==> src/rtl/tone_seq_pkg.sv <==
package tone_seq_pkg;

  localparam int unsigned PHASE_W  = 7;
  localparam int unsigned SAMPLE_W = 8;
  localparam logic [SAMPLE_W-1:0] SAMPLE_MID = 8'd128;

  typedef enum logic [1:0] {
    ST_IDLE = 2'd0,
    ST_RUN  = 2'd1,
    ST_FIN  = 2'd2
  } tone_state_t;

  // round(127*sin(k*pi/64)) for k = 0..32
  function automatic logic [6:0] quarter_amp(input logic [5:0] k);
    logic [6:0] a;
    case (k)
      6'd0:  a = 7'd0;    6'd1:  a = 7'd6;    6'd2:  a = 7'd12;   6'd3:  a = 7'd19;
      6'd4:  a = 7'd25;   6'd5:  a = 7'd31;   6'd6:  a = 7'd37;   6'd7:  a = 7'd43;
      6'd8:  a = 7'd49;   6'd9:  a = 7'd54;   6'd10: a = 7'd60;   6'd11: a = 7'd65;
      6'd12: a = 7'd71;   6'd13: a = 7'd76;   6'd14: a = 7'd81;   6'd15: a = 7'd85;
      6'd16: a = 7'd90;   6'd17: a = 7'd94;   6'd18: a = 7'd98;   6'd19: a = 7'd102;
      6'd20: a = 7'd106;  6'd21: a = 7'd109;  6'd22: a = 7'd112;  6'd23: a = 7'd115;
      6'd24: a = 7'd117;  6'd25: a = 7'd120;  6'd26: a = 7'd122;  6'd27: a = 7'd123;
      6'd28: a = 7'd125;  6'd29: a = 7'd126;  6'd30: a = 7'd126;  6'd31: a = 7'd127;
      default: a = 7'd127;
    endcase
    return a;
  endfunction

  function automatic logic [SAMPLE_W-1:0] tone_sample(input logic [PHASE_W-1:0] idx,
                                                      input logic sqr);
    logic [5:0] h;
    logic [5:0] k;
    logic [6:0] a;
    if (sqr) return idx[6] ? 8'd1 : 8'd255;
    h = idx[5:0];
    k = (h > 6'd32) ? 6'(7'd64 - {1'b0, h}) : h;
    a = quarter_amp(k);
    return idx[6] ? (8'd128 - {1'b0, a}) : (8'd128 + {1'b0, a});
  endfunction

endpackage

==> src/rtl/tone_phase_gen.sv <==
module tone_phase_gen import tone_seq_pkg::*; #(
  parameter int unsigned TCLK_HZ = 27_000_000,
  parameter int unsigned FREQ_W  = 15
) (
  input  logic               clk,
  input  logic               rst,
  input  logic               run,
  input  logic               clr,
  input  logic [FREQ_W-1:0]  freq,
  input  logic               f2f,
  output logic [PHASE_W-1:0] idx,
  output logic               step,
  output logic [PHASE_W-1:0] idx_nxt
);
  localparam int unsigned CLK_W = $clog2(TCLK_HZ) + 1;
  localparam int unsigned INC_W = FREQ_W + PHASE_W + 1;
  localparam int unsigned SUM_W = ((CLK_W > INC_W) ? CLK_W : INC_W) + 1;
  localparam logic [SUM_W-1:0] TCLK_C = SUM_W'(TCLK_HZ);

  logic [SUM_W-1:0] acc;
  logic [SUM_W-1:0] inc;
  logic [SUM_W-1:0] sum;
  logic [1:0]       cyc;
  logic             dbl;

  assign dbl     = f2f && (cyc != 2'd0);
  assign inc     = SUM_W'({freq, {PHASE_W{1'b0}}}) << dbl;
  assign sum     = acc + inc;
  assign step    = run && (sum >= TCLK_C);
  assign idx_nxt = idx + PHASE_W'(1);

  always_ff @(posedge clk) begin
    if (rst || clr) begin
      acc <= '0;
      idx <= '0;
    end else if (run) begin
      if (step) begin
        acc <= sum - TCLK_C;
        idx <= idx_nxt;
      end else begin
        acc <= sum;
      end
    end
  end

  always_ff @(posedge clk) begin
    if (rst || clr || !f2f) cyc <= 2'd0;
    else if (step && idx_nxt == '0) cyc <= (cyc == 2'd2) ? 2'd0 : cyc + 2'd1;
  end

  // index moves by at most one position per clock
  a_r3_single_step: assert property (@(posedge clk) disable iff (rst)
    !clr |=> (idx == $past(idx) || idx == $past(idx) + PHASE_W'(1)));

  // the remainder kept in the accumulator stays below one step
  a_r3_acc_bounded: assert property (@(posedge clk) disable iff (rst)
    acc < TCLK_C);

endmodule

==> src/rtl/tone_dur_timer.sv <==
module tone_dur_timer #(
  parameter int unsigned DUR_UNIT = 2_700_000,
  parameter int unsigned DUR_W    = 8
) (
  input  logic             clk,
  input  logic             rst,
  input  logic             load,
  input  logic [DUR_W-1:0] units_in,
  input  logic             run,
  output logic             done
);
  localparam int unsigned PRE_W = (DUR_UNIT > 1) ? $clog2(DUR_UNIT) : 1;
  localparam logic [PRE_W-1:0] PRE_TOP = PRE_W'(DUR_UNIT - 1);

  logic [PRE_W-1:0] pre;
  logic [DUR_W-1:0] units;

  assign done = run && (pre == '0) && (units == DUR_W'(1));

  always_ff @(posedge clk) begin
    if (rst) begin
      pre   <= '0;
      units <= '0;
    end else if (load) begin
      pre   <= PRE_TOP;
      units <= units_in;
    end else if (run) begin
      if (pre == '0) begin
        pre <= PRE_TOP;
        if (units != '0) units <= units - DUR_W'(1);
      end else begin
        pre <= pre - PRE_W'(1);
      end
    end
  end

  // a running burst always has at least one unit left to count
  a_r5_units_left: assert property (@(posedge clk) disable iff (rst)
    run |-> units != '0);

endmodule

==> src/rtl/tone_sample_reg.sv <==
module tone_sample_reg import tone_seq_pkg::*; (
  input  logic                clk,
  input  logic                rst,
  input  logic                active,
  input  logic [PHASE_W-1:0]  idx,
  input  logic                sqr,
  output logic [SAMPLE_W-1:0] sample
);
  always_ff @(posedge clk) begin
    if (rst)         sample <= SAMPLE_MID;
    else if (active) sample <= tone_sample(idx, sqr);
    else             sample <= SAMPLE_MID;
  end

  // square mode only ever yields the two extreme codes
  a_r11_square_levels: assert property (@(posedge clk) disable iff (rst)
    (active && sqr) |=> (sample == 8'd255 || sample == 8'd1));

endmodule

==> src/rtl/tone_burst_seq.sv <==
module tone_burst_seq import tone_seq_pkg::*; #(
  parameter int unsigned TCLK_HZ  = 27_000_000,
  parameter int unsigned DUR_UNIT = 2_700_000,
  parameter int unsigned FREQ_W   = 15,
  parameter int unsigned DUR_W    = 8
) (
  input  logic                clk,
  input  logic                rst,
  input  logic                wr_freq,
  input  logic [FREQ_W-1:0]   freq_in,
  input  logic                wr_dur,
  input  logic [DUR_W-1:0]    dur_in,
  input  logic                wr_mode,
  input  logic [2:0]          mode_in,
  output logic [PHASE_W-1:0]  phase_idx,
  output logic [SAMPLE_W-1:0] sample,
  output logic                zero_cross,
  output logic                busy
);
  localparam logic [PHASE_W-1:0] HALF_IDX = PHASE_W'(1 << (PHASE_W - 1));

  tone_state_t       state, nxt_state;
  logic [FREQ_W-1:0] freq_reg, act_freq, nf;
  logic [DUR_W-1:0]  dur_reg, nd;
  logic              pend, pend_now, zero_wr;
  logic              sqr_r, f2f_r, tfin_r;
  logic              start_w, hand_w, active;
  logic              pg_step, t_done, edge_hit, any_cross;
  logic [PHASE_W-1:0] pg_idx, pg_idx_nxt, idx_after;
  logic              zc_q;

  assign nf       = wr_freq ? freq_in : freq_reg;
  assign nd       = wr_dur  ? dur_in  : dur_reg;
  assign active   = (state != ST_IDLE);
  assign zero_wr  = wr_dur && (dur_in == '0);
  assign pend_now = zero_wr ? 1'b0 : (pend | wr_freq | wr_dur);

  tone_phase_gen #(.TCLK_HZ(TCLK_HZ), .FREQ_W(FREQ_W)) u_phase (
    .clk(clk), .rst(rst), .run(active), .clr(start_w), .freq(act_freq),
    .f2f(f2f_r), .idx(pg_idx), .step(pg_step), .idx_nxt(pg_idx_nxt)
  );

  tone_dur_timer #(.DUR_UNIT(DUR_UNIT), .DUR_W(DUR_W)) u_timer (
    .clk(clk), .rst(rst), .load(start_w || hand_w), .units_in(nd),
    .run(state == ST_RUN), .done(t_done)
  );

  assign any_cross = pg_step && (pg_idx_nxt == '0 || pg_idx_nxt == HALF_IDX);
  assign edge_hit  = pg_step && (pg_idx_nxt == '0 || (tfin_r && pg_idx_nxt == HALF_IDX));

  always_comb begin
    nxt_state = state;
    start_w   = 1'b0;
    hand_w    = 1'b0;
    case (state)
      ST_IDLE: if (nf != '0 && nd != '0) begin
        start_w   = 1'b1;
        nxt_state = ST_RUN;
      end
      ST_RUN: if (zero_wr || t_done) nxt_state = ST_FIN;
      ST_FIN: if (edge_hit) begin
        if (pend_now && nf != '0 && nd != '0) begin
          hand_w    = 1'b1;
          nxt_state = ST_RUN;
        end else begin
          nxt_state = ST_IDLE;
        end
      end
      default: nxt_state = ST_IDLE;
    endcase
  end

  assign idx_after = start_w ? '0 : (pg_step ? pg_idx_nxt : pg_idx);

  tone_sample_reg u_wave (
    .clk(clk), .rst(rst), .active(nxt_state != ST_IDLE),
    .idx(idx_after), .sqr(sqr_r), .sample(sample)
  );

  always_ff @(posedge clk) begin
    if (rst) begin
      state    <= ST_IDLE;
      freq_reg <= '0;
      dur_reg  <= '0;
      act_freq <= '0;
      pend     <= 1'b0;
      sqr_r    <= 1'b0;
      f2f_r    <= 1'b0;
      tfin_r   <= 1'b0;
      zc_q     <= 1'b0;
    end else begin
      state <= nxt_state;
      if (wr_freq) freq_reg <= freq_in;
      if (wr_mode) {tfin_r, f2f_r, sqr_r} <= mode_in;
      if (state == ST_FIN && edge_hit && !hand_w) dur_reg <= '0;
      else if (wr_dur)                            dur_reg <= dur_in;
      if (start_w || hand_w || nxt_state == ST_IDLE) pend <= 1'b0;
      else if (active)                               pend <= pend_now;
      if (start_w || hand_w) act_freq <= nf;
      zc_q <= active && any_cross;
    end
  end

  assign phase_idx  = pg_idx;
  assign zero_cross = zc_q;
  assign busy       = active;

  // the strobe only ever coincides with a crossing index
  a_r4_zc_at_crossing: assert property (@(posedge clk) disable iff (rst)
    zero_cross |-> (phase_idx == '0 || phase_idx == HALF_IDX));

  // an idle block outputs midscale
  a_r10_idle_midscale: assert property (@(posedge clk) disable iff (rst)
    !busy |-> sample == SAMPLE_MID);

  // a burst that ends without a queued value leaves no duration behind
  a_r8_dur_cleared: assert property (@(posedge clk) disable iff (rst)
    (state == ST_IDLE && $past(state) == ST_FIN) |-> dur_reg == '0);

  // a running burst always has a non-zero frequency behind it
  a_r2_run_has_freq: assert property (@(posedge clk) disable iff (rst)
    busy |-> act_freq != '0);

endmodule

==> config.mk <==
export PLATFORM = sky130hd
export DESIGN_NAME = tone_burst_seq
export DESIGN_NICKNAME = d
export VERILOG_FILES = /design/src/rtl/tone_seq_pkg.sv /design/src/rtl/tone_phase_gen.sv /design/src/rtl/tone_dur_timer.sv /design/src/rtl/tone_sample_reg.sv /design/src/rtl/tone_burst_seq.sv
export SDC_FILE = /design/constraint.sdc
export NUM_CORES = 1
export LEC_CHECK = 0
export CELL_PAD_IN_SITES_DETAIL_PLACEMENT = 0
export CELL_PAD_IN_SITES_GLOBAL_PLACEMENT = 1
export CORE_UTILIZATION = 41
export CTS_CLUSTER_SIZE = 40
export DETAILED_ROUTE_END_ITERATION = 8
export DONT_BUFFER_PORTS = 1
export PLACE_DENSITY = 0.8
export SLEW_MARGIN = 20
export SYNTH_ARGS = -nofsm -noshare
export SYNTH_HDL_FRONTEND = slang
export SYNTH_SLANG_ARGS = --single-unit
==> constraint.sdc <==
create_clock -name clk -period 7.5 [get_ports clk]
set_input_delay 1.125 -clock clk [delete_from_list [all_inputs] [get_ports clk]]
set_output_delay 1.125 -clock clk [all_outputs]
set_load 0.05 [all_outputs]
# [After elaboration in Yosys (flattened, before gate mapping)]
# Memory sizes are Yosys's and may differ from the RTL's.
# Index checks and enable logic that the tools add are counted.
# W data, S select, Z words.
[classes] muxes=36 reduce_logical=43 n_eq_ne=5 n_lt_le_gt_ge=2 bitwise_logic=3 add_sub_neg=9 shift=1
[op_table] op="$mux W8" count=9
[op_table] op="$mux W22" count=3
[op_table] op="$mux W7" count=6
[op_table] op="$add A27 B27 Y27" count=1
[op_table] op="$ge A27 B25 Y1 const B" count=1
[op_table] op="$mux W27" count=1
[op_table] op="$shl A22 B1 Y27" count=1
[op_table] op="$sub A27 B25 Y27 const B" count=1
[op_table] op="$logic_not A22 Y1" count=1
[op_table] op="$sub A22 B1 Y22 const B" count=1
[op_table] op="$reduce_bool A8 Y1" count=2
[op_table] op="$logic_and A1 B1 Y1" count=15
[op_table] op="$mux W15" count=1
[op_table] op="$reduce_bool A15 Y1" count=1
[op_table] op="$reduce_bool A2 Y1" count=6
[op_table] op="$mux W1" count=10
[op_table] op="$add A8 B7 Y8 const A" count=1
[op_table] op="$eq A8 B1 Y1 const B" count=1
[op_table] op="$logic_not A8 Y1" count=1
[op_table] op="$mux W2" count=4
[op_table] op="$reduce_or A2 Y1" count=4
[op_table] op="$sub A8 B1 Y8 const B" count=1
[op_table] op="$sub A8 B7 Y8 const A" count=1
[op_table] op="$add A7 B1 Y7 const B" count=1
[op_table] op="other kinds (15)" count=25
[word_totals] register_bits=119 memories=1 elab_cells=116 romBits=224 inputBits=31
[mem_list] memory="(name not given)" words=32 width=7 rd=1 rd_clocked_by_memory_dff=0 write_ports=0 line_no="tone_seq_pkg.sv:16" text="case (k)"

# [Logic depth before layout (Yosys ltp)]
[depth] depth_word=18 mapped_depth=32 depth_no_buf=29

# [Modules after synthesis]
# A second synthesis with hierarchy kept.
[hier_totals] cells_unflattened=984 hier_area_um2=8162.8
[by_module_without_submodules] module="tone_phase_gen" area_each_um2=3078.0 cells_per_inst=398 instances=1
[by_module_without_submodules] module="tone_burst_seq" area_each_um2=2104.5 cells_per_inst=207 instances=1
[by_module_without_submodules] module="tone_dur_timer" area_each_um2=1629.1 cells_per_inst=188 instances=1
[by_module_without_submodules] module="tone_sample_reg" area_each_um2=1351.3 cells_per_inst=191 instances=1

# [Worst setup path after synthesis]
# Ideal clock, no wire load.
[synth_path] path_type="flip-flop to flip-flop" startpoint="register u_phase.cyc[0]" endpoint="register u_wave.sample[6]" arrival_ps=7106 stages_incl_launch_ff=30 setup_time_ps=142 slack_ps=252 synth_period_minus_slack_ps=7248 cell_sequence="dfxtp_1 o21ai_1 clkbuf_1 mux2_2 ha_1 a21o_1 a221o_1 a221oi_4 xnor2_1 and2_4 buf_6 a211o_1 o211ai_1 buf_2 nor2_1 nor2_1 ha_1 o21ai_1 o211a_1 or2_2 ha_1 o22ai_1 a21oi_1 a211oi_1 ha_1 nand2_1 a211oi_1 nand4b_1 a21oi_1 nor3b_1"
[synth_via] elab_chain_len=18
[synth_rtl] item="start, declared" line_no="tone_phase_gen.sv:23" text="logic [1:0] cyc;"
[synth_rtl] item="start signal, assigned" line_no="tone_phase_gen.sv:48" text="else if (step && idx_nxt == '0) cyc <= (cyc == 2'd2) ? 2'd0 : cyc + 2'd1;"
[synth_rtl] item="$reduce_bool A2 Y1 *" line_no="tone_phase_gen.sv:26" text="assign dbl = f2f && (cyc != 2'd0);"
[synth_rtl] item="$logic_and A1 B1 Y1 *" line_no="tone_phase_gen.sv:26"
[synth_rtl] item="$shl A22 B1 Y27 *" line_no="tone_phase_gen.sv:27" text="assign inc = SUM_W'({freq, {PHASE_W{1'b0}}}) << dbl;"
[synth_rtl] item="$add A27 B27 Y27 *" line_no="tone_phase_gen.sv:28" text="assign sum = acc + inc;"
[synth_rtl] item="$ge A27 B25 Y1 *" line_no="tone_phase_gen.sv:29" text="assign step = run && (sum >= TCLK_C);"
[synth_rtl] item="$logic_and A1 B1 Y1 *" line_no="tone_phase_gen.sv:29"
[synth_rtl] item="$mux W7"
[synth_rtl] item="$mux W7" line_no="tone_burst_seq.sv:73" text="assign idx_after = start_w ? '0 : (pg_step ? pg_idx_nxt : pg_idx);"
[synth_rtl] item="[... 2 more ...]"
[synth_rtl] item="$mem_v2 Z32 W7"
[synth_rtl] item="$mux W7" line_no="tone_seq_pkg.sv:16"
[synth_rtl] item="$mux W7" line_no="tone_seq_pkg.sv:36" text="h = idx[5:0];"
[synth_rtl] item="$mux W7" line_no="tone_sample_reg.sv:11" text="else if (active) sample <= tone_sample(idx, sqr);"
[synth_rtl] item="$mux W7" line_no="tone_sample_reg.sv:10" text="if (rst) sample <= SAMPLE_MID;"
[synth_rtl] item="$add A8 B7 Y8 / $sub A8 B7 Y8 (equally long branches)" line_no="tone_seq_pkg.sv:39" text="return idx[6] ? (8'd128 - {1'b0, a}) : (8'd128 + {1'b0, a});"
[synth_rtl] item="$mux W8" line_no="tone_seq_pkg.sv:39"
[synth_rtl] item="$mux W8" line_no="tone_seq_pkg.sv:36"
[synth_rtl] item="end signal, assigned" line_no="tone_sample_reg.sv:11"
[synth_rtl] item="end, declared" line_no="tone_sample_reg.sv:7" text="output logic [SAMPLE_W-1:0] sample"
# Mark *: on every way between the ends. The rest lies on a longest branch, timed or not. The select of a mux whose other input is x is not followed.
# A chain may end at the register's enable or synchronous reset.

# [Worst setup path in the final report]
# Ends and elaborated chain as after synthesis.

==> impl_metrics.env <==
export IMPL_status="finished clean"
export IMPL_drv_cap=0
export IMPL_dieArea_mm2=0.0185
export IMPL_num_vias=6452
export IMPL_fin_crit_sh_pct=94.1
export IMPL_track_usage_pct=20.0
export IMPL_grt_pass1_wl_um=29500
export IMPL_drtIter0Drc=365
export IMPL_critPathMaxFanout=15
export IMPL_postPlaceCellArea_mm2=0.00755
export IMPL_regMostFlops="u_timer.pre"
export IMPL_endpoint_kind="flip-flop"
export IMPL_cts_buffer_depth=2
export IMPL_die_width_um=136
export IMPL_numPortBuffers=0
export IMPL_syn_avg_cell_area_um2=8.24
export IMPL_fin_area_mm2=0.00823
export IMPL_grt_pass1_vias=6011
export IMPL_drive_above_1_share_pct=11.7
export IMPL_fin_worst_skew_ns=0.0105
export IMPL_viasPerCell=5.75
export IMPL_synth_flop_cell="dfxtp_1"
export IMPL_cpMaxStageDelayCell="o211ai_1"
export IMPL_ff2ff_path_depth=27
export IMPL_critPathMaxStageDelay_ns=0.46
export IMPL_clockRootBuffer="clkbuf_16"
export IMPL_yosysWarnings=0
export IMPL_layout_nets=950
export IMPL_hold_ws_ns=0.477
export IMPL_slew_limit_headroom_pct=27.3
export IMPL_hp_class="flip-flop to flip-flop"
export IMPL_overflow=0
export IMPL_r2r_end="u_wave.sample[6]$_SDFF_PP0_"
export IMPL_path_clk_slew_ns=0.06
export IMPL_antenna_found_initial=0
export IMPL_hold_depth=2
export IMPL_finalMaxSlewViolations=0
export IMPL_wire_per_inst_um=16.1
export IMPL_place_congestion=0.884
export IMPL_grt_start_max_net_pins=53
export IMPL_h_tree_depth=4
export IMPL_worstPathRequired_ns=7.77
export IMPL_p_per_area_mw_per_mm2=216
export IMPL_startpoint_type="flip-flop"
export IMPL_routed_wl_um=18000
export IMPL_worstMarginPinSlew_ns=1.09
export IMPL_io_pins=48
export IMPL_layout_min_cycle_time_ns=7.06
export IMPL_num_rows=48
export IMPL_remaining_drc_errors=0
export IMPL_syn_cell_area_mm2=0.00736
export IMPL_syn_inst=893
export IMPL_ys_types=82
export IMPL_cellLeakagePower_nw=3.27
export IMPL_core_area_mm2=0.0174
export IMPL_synth_edf_count=0
export IMPL_cts_sinks=113
export IMPL_fin_util_pct=47.2
export IMPL_antennaDiodeCount=0
export IMPL_setup_ws_ns=0.444
export IMPL_drtAntennaViolNets=0
export IMPL_clkLatencyLatePin_ns=0.42
export IMPL_ys_seq_area_share_pct=30.7
export IMPL_floorplan_initialDensity_pct=42.2
export IMPL_cts_tree="done"
export IMPL_cp_arrival_ns=7.32
export IMPL_cts_buffers_inserted=17
export IMPL_worstSetupPathType="flip-flop to flip-flop"
export IMPL_ys_ff_latch=113
export IMPL_max_freq_mhz=142
export IMPL_peakVddDrop_mv=0.175
export IMPL_holdBufCountCts=0
export IMPL_min_to="u_phase.cyc[0]$_SDFFE_PP0P_"
export IMPL_drtPass1Iterations=4
export IMPL_chipHeight_um=136
export IMPL_report_final_setup_viol=0
export IMPL_rrSetupSlack_ns=0.44
export IMPL_hp_start="u_phase.cyc[0]$_SDFFE_PP0P_"
export IMPL_hold_viol=0
export IMPL_nFillCells=1740
export IMPL_reg_largest_list="u_timer.pre (22), u_phase.acc (21)"
export IMPL_dp_hpwl_um=13400
export IMPL_synthToLayoutAreaGrowth_pct=11.8
export IMPL_largest_reg_flops=22
export IMPL_synth_nets=958
export IMPL_post_place_ws_ns=0.194
export IMPL_synthArstFlopShare_pct=0
export IMPL_timing_rr_start="u_phase.cyc[0]$_SDFFE_PP0P_"
==> critical path, delay by kind of cell, from the launching register on <==
kind,cells,cell delay [ns]
AO/OA/AOI/OAI,13,3.40
XOR/XNOR,1,0.17
adder cells (fa/ha/maj),4,1.20
buffers and inverters,2,0.35
flip-flops,1,0.32
multiplexers,2,0.53
AND/OR/NAND/NOR,5,0.91
==> where the power goes <==
| part | switching (W) | leakage [nW] | internal, W |
|---|---|---|---|
| clock | 0.000321 | 0.275 | 0.000465 |
| combinational | 0.000183 | 2.07 | 0.000125 |
| sequential | 0.0000377 | 0.928 | 0.000642 |
| total | 0.000541 | 3.27 | 0.00123 |
==> metrics by stage <==
| step | cells | power (W) | TNS, ns |
|---|---|---|---|
| after floorplan | 893 | 0.000936 | 0 |
| after global placement | 1087 | 0.000998 | 0 |
| after detailed placement | 1087 | 0.000997 | 0 |
| after CTS | 1119 | 0.00178 | 0 |
| after global routing | 1123 | 0.00185 | -0.0164 |
| final | 1123 | 0.00177 | 0 |
==> kinds of logic after synthesis <==
family,synth area share [%]
AND/OR/NAND/NOR,21.9
multiplexers,7.11
AO/OA/AOI/OAI,23.4
buffers and inverters,3.69
XOR/XNOR,7.26
flip-flops,30.7
adder cells (fa/ha/maj),5.88
==> timing repair <==
action,4_1_cts,5_1_grt
resized for setup,0,19
setup endpoints to repair,0,6
setup buffers,0,4
==> worst max-delay path by stage <==
stage	startpoint	to	slack, ns	cells after the start
6_report	u_phase.cyc[0]$_SDFFE_PP0P_	u_wave.sample[6]$_SDFF_PP0_	0.44	27
5_1_grt	u_phase.cyc[0]$_SDFFE_PP0P_	u_wave.sample[6]$_SDFF_PP0_	-0.02	27
3_3_place_gp	u_phase.cyc[0]$_SDFFE_PP0P_	u_wave.sample[7]$_SDFF_PP1_	0.30	25
4_1_cts	u_phase.cyc[0]$_SDFFE_PP0P_	u_wave.sample[6]$_SDFF_PP0_	0.17	27
2_1_floorplan	u_phase.cyc[0]$_SDFFE_PP0P_	u_wave.sample[6]$_SDFF_PP0_	0.25	29
3_5_place_dp	u_phase.cyc[0]$_SDFFE_PP0P_	u_wave.sample[6]$_SDFF_PP0_	0.19	27
==> per-layer routing <==
layer / routed length [um] / vias to the layer above / global-route usage, %
li1: - / 3272 / -
met1: 9050 / 3040 / 26.6
met2: 8140 / 118 / 32.6
met3: 631 / 22 / 4.03
met4: 227 / 0 / 6.11
met5: 0 / - / 0
==> placed cells by master (no fill, tap or decap), drive strengths merged, types with 5 or more instances in the layout <==
cell / count
nor2: 134
dfxtp: 113
a21oi: 63
o21ai: 44
nand2: 43
xnor2: 41
ha: 33
a211oi: 33
mux2i: 32
inv: 31
nor3: 26
nand3: 24
xor2: 20
nor4: 18
clkbuf: 17
mux2: 17
buf: 16
o22a: 15
or3: 15
and2: 11
a21o: 10
and3: 10
a31oi: 9
nand4: 8
o211ai: 8
nor3b: 8
or2: 7
o21a: 6
a211o: 5
o22ai: 5
==> cell usage after synthesis, types with 14 or more instances <==
| cell | number | share of area, % |
|---|---|---|
| o22a_1 | 15 | 1.8 |
| nand3_1 | 24 | 1.6 |
| o21ai_0 | 38 | 2.6 |
| mux2i_1 | 32 | 4.4 |
| dfxtp_1 | 113 | 31 |
| or3_1 | 14 | 1.2 |
| a21oi_1 | 62 | 4.2 |
| mux2_2 | 14 | 2.1 |
| a211oi_1 | 28 | 2.9 |
| inv_1 | 23 | 1.2 |
| ha_1 | 33 | 5.6 |
| clkbuf_1 | 30 | 1.5 |
| xnor2_1 | 41 | 4.9 |
| xor2_1 | 20 | 2.4 |
| nor3_1 | 25 | 1.7 |
| nand2_1 | 43 | 2.2 |
| nor2_1 | 133 | 6.8 |
| nor4_1 | 18 | 1.5 |
==> layout make-up <==
cell class                      count  area (um^2)  share of cell area (%)
Tap cell                          225          282                    3.42
Sequential cell                   113         2260                    27.5
Clock inverter                     15          150                    1.83
Inverter                           24         90.1                    1.10
Timing Repair Buffer               16          124                    1.51
Clock buffer                       17          425                    5.17
Multi-Input combinational cell    713         4890                    59.5
(Power assumes the default switching activity.)
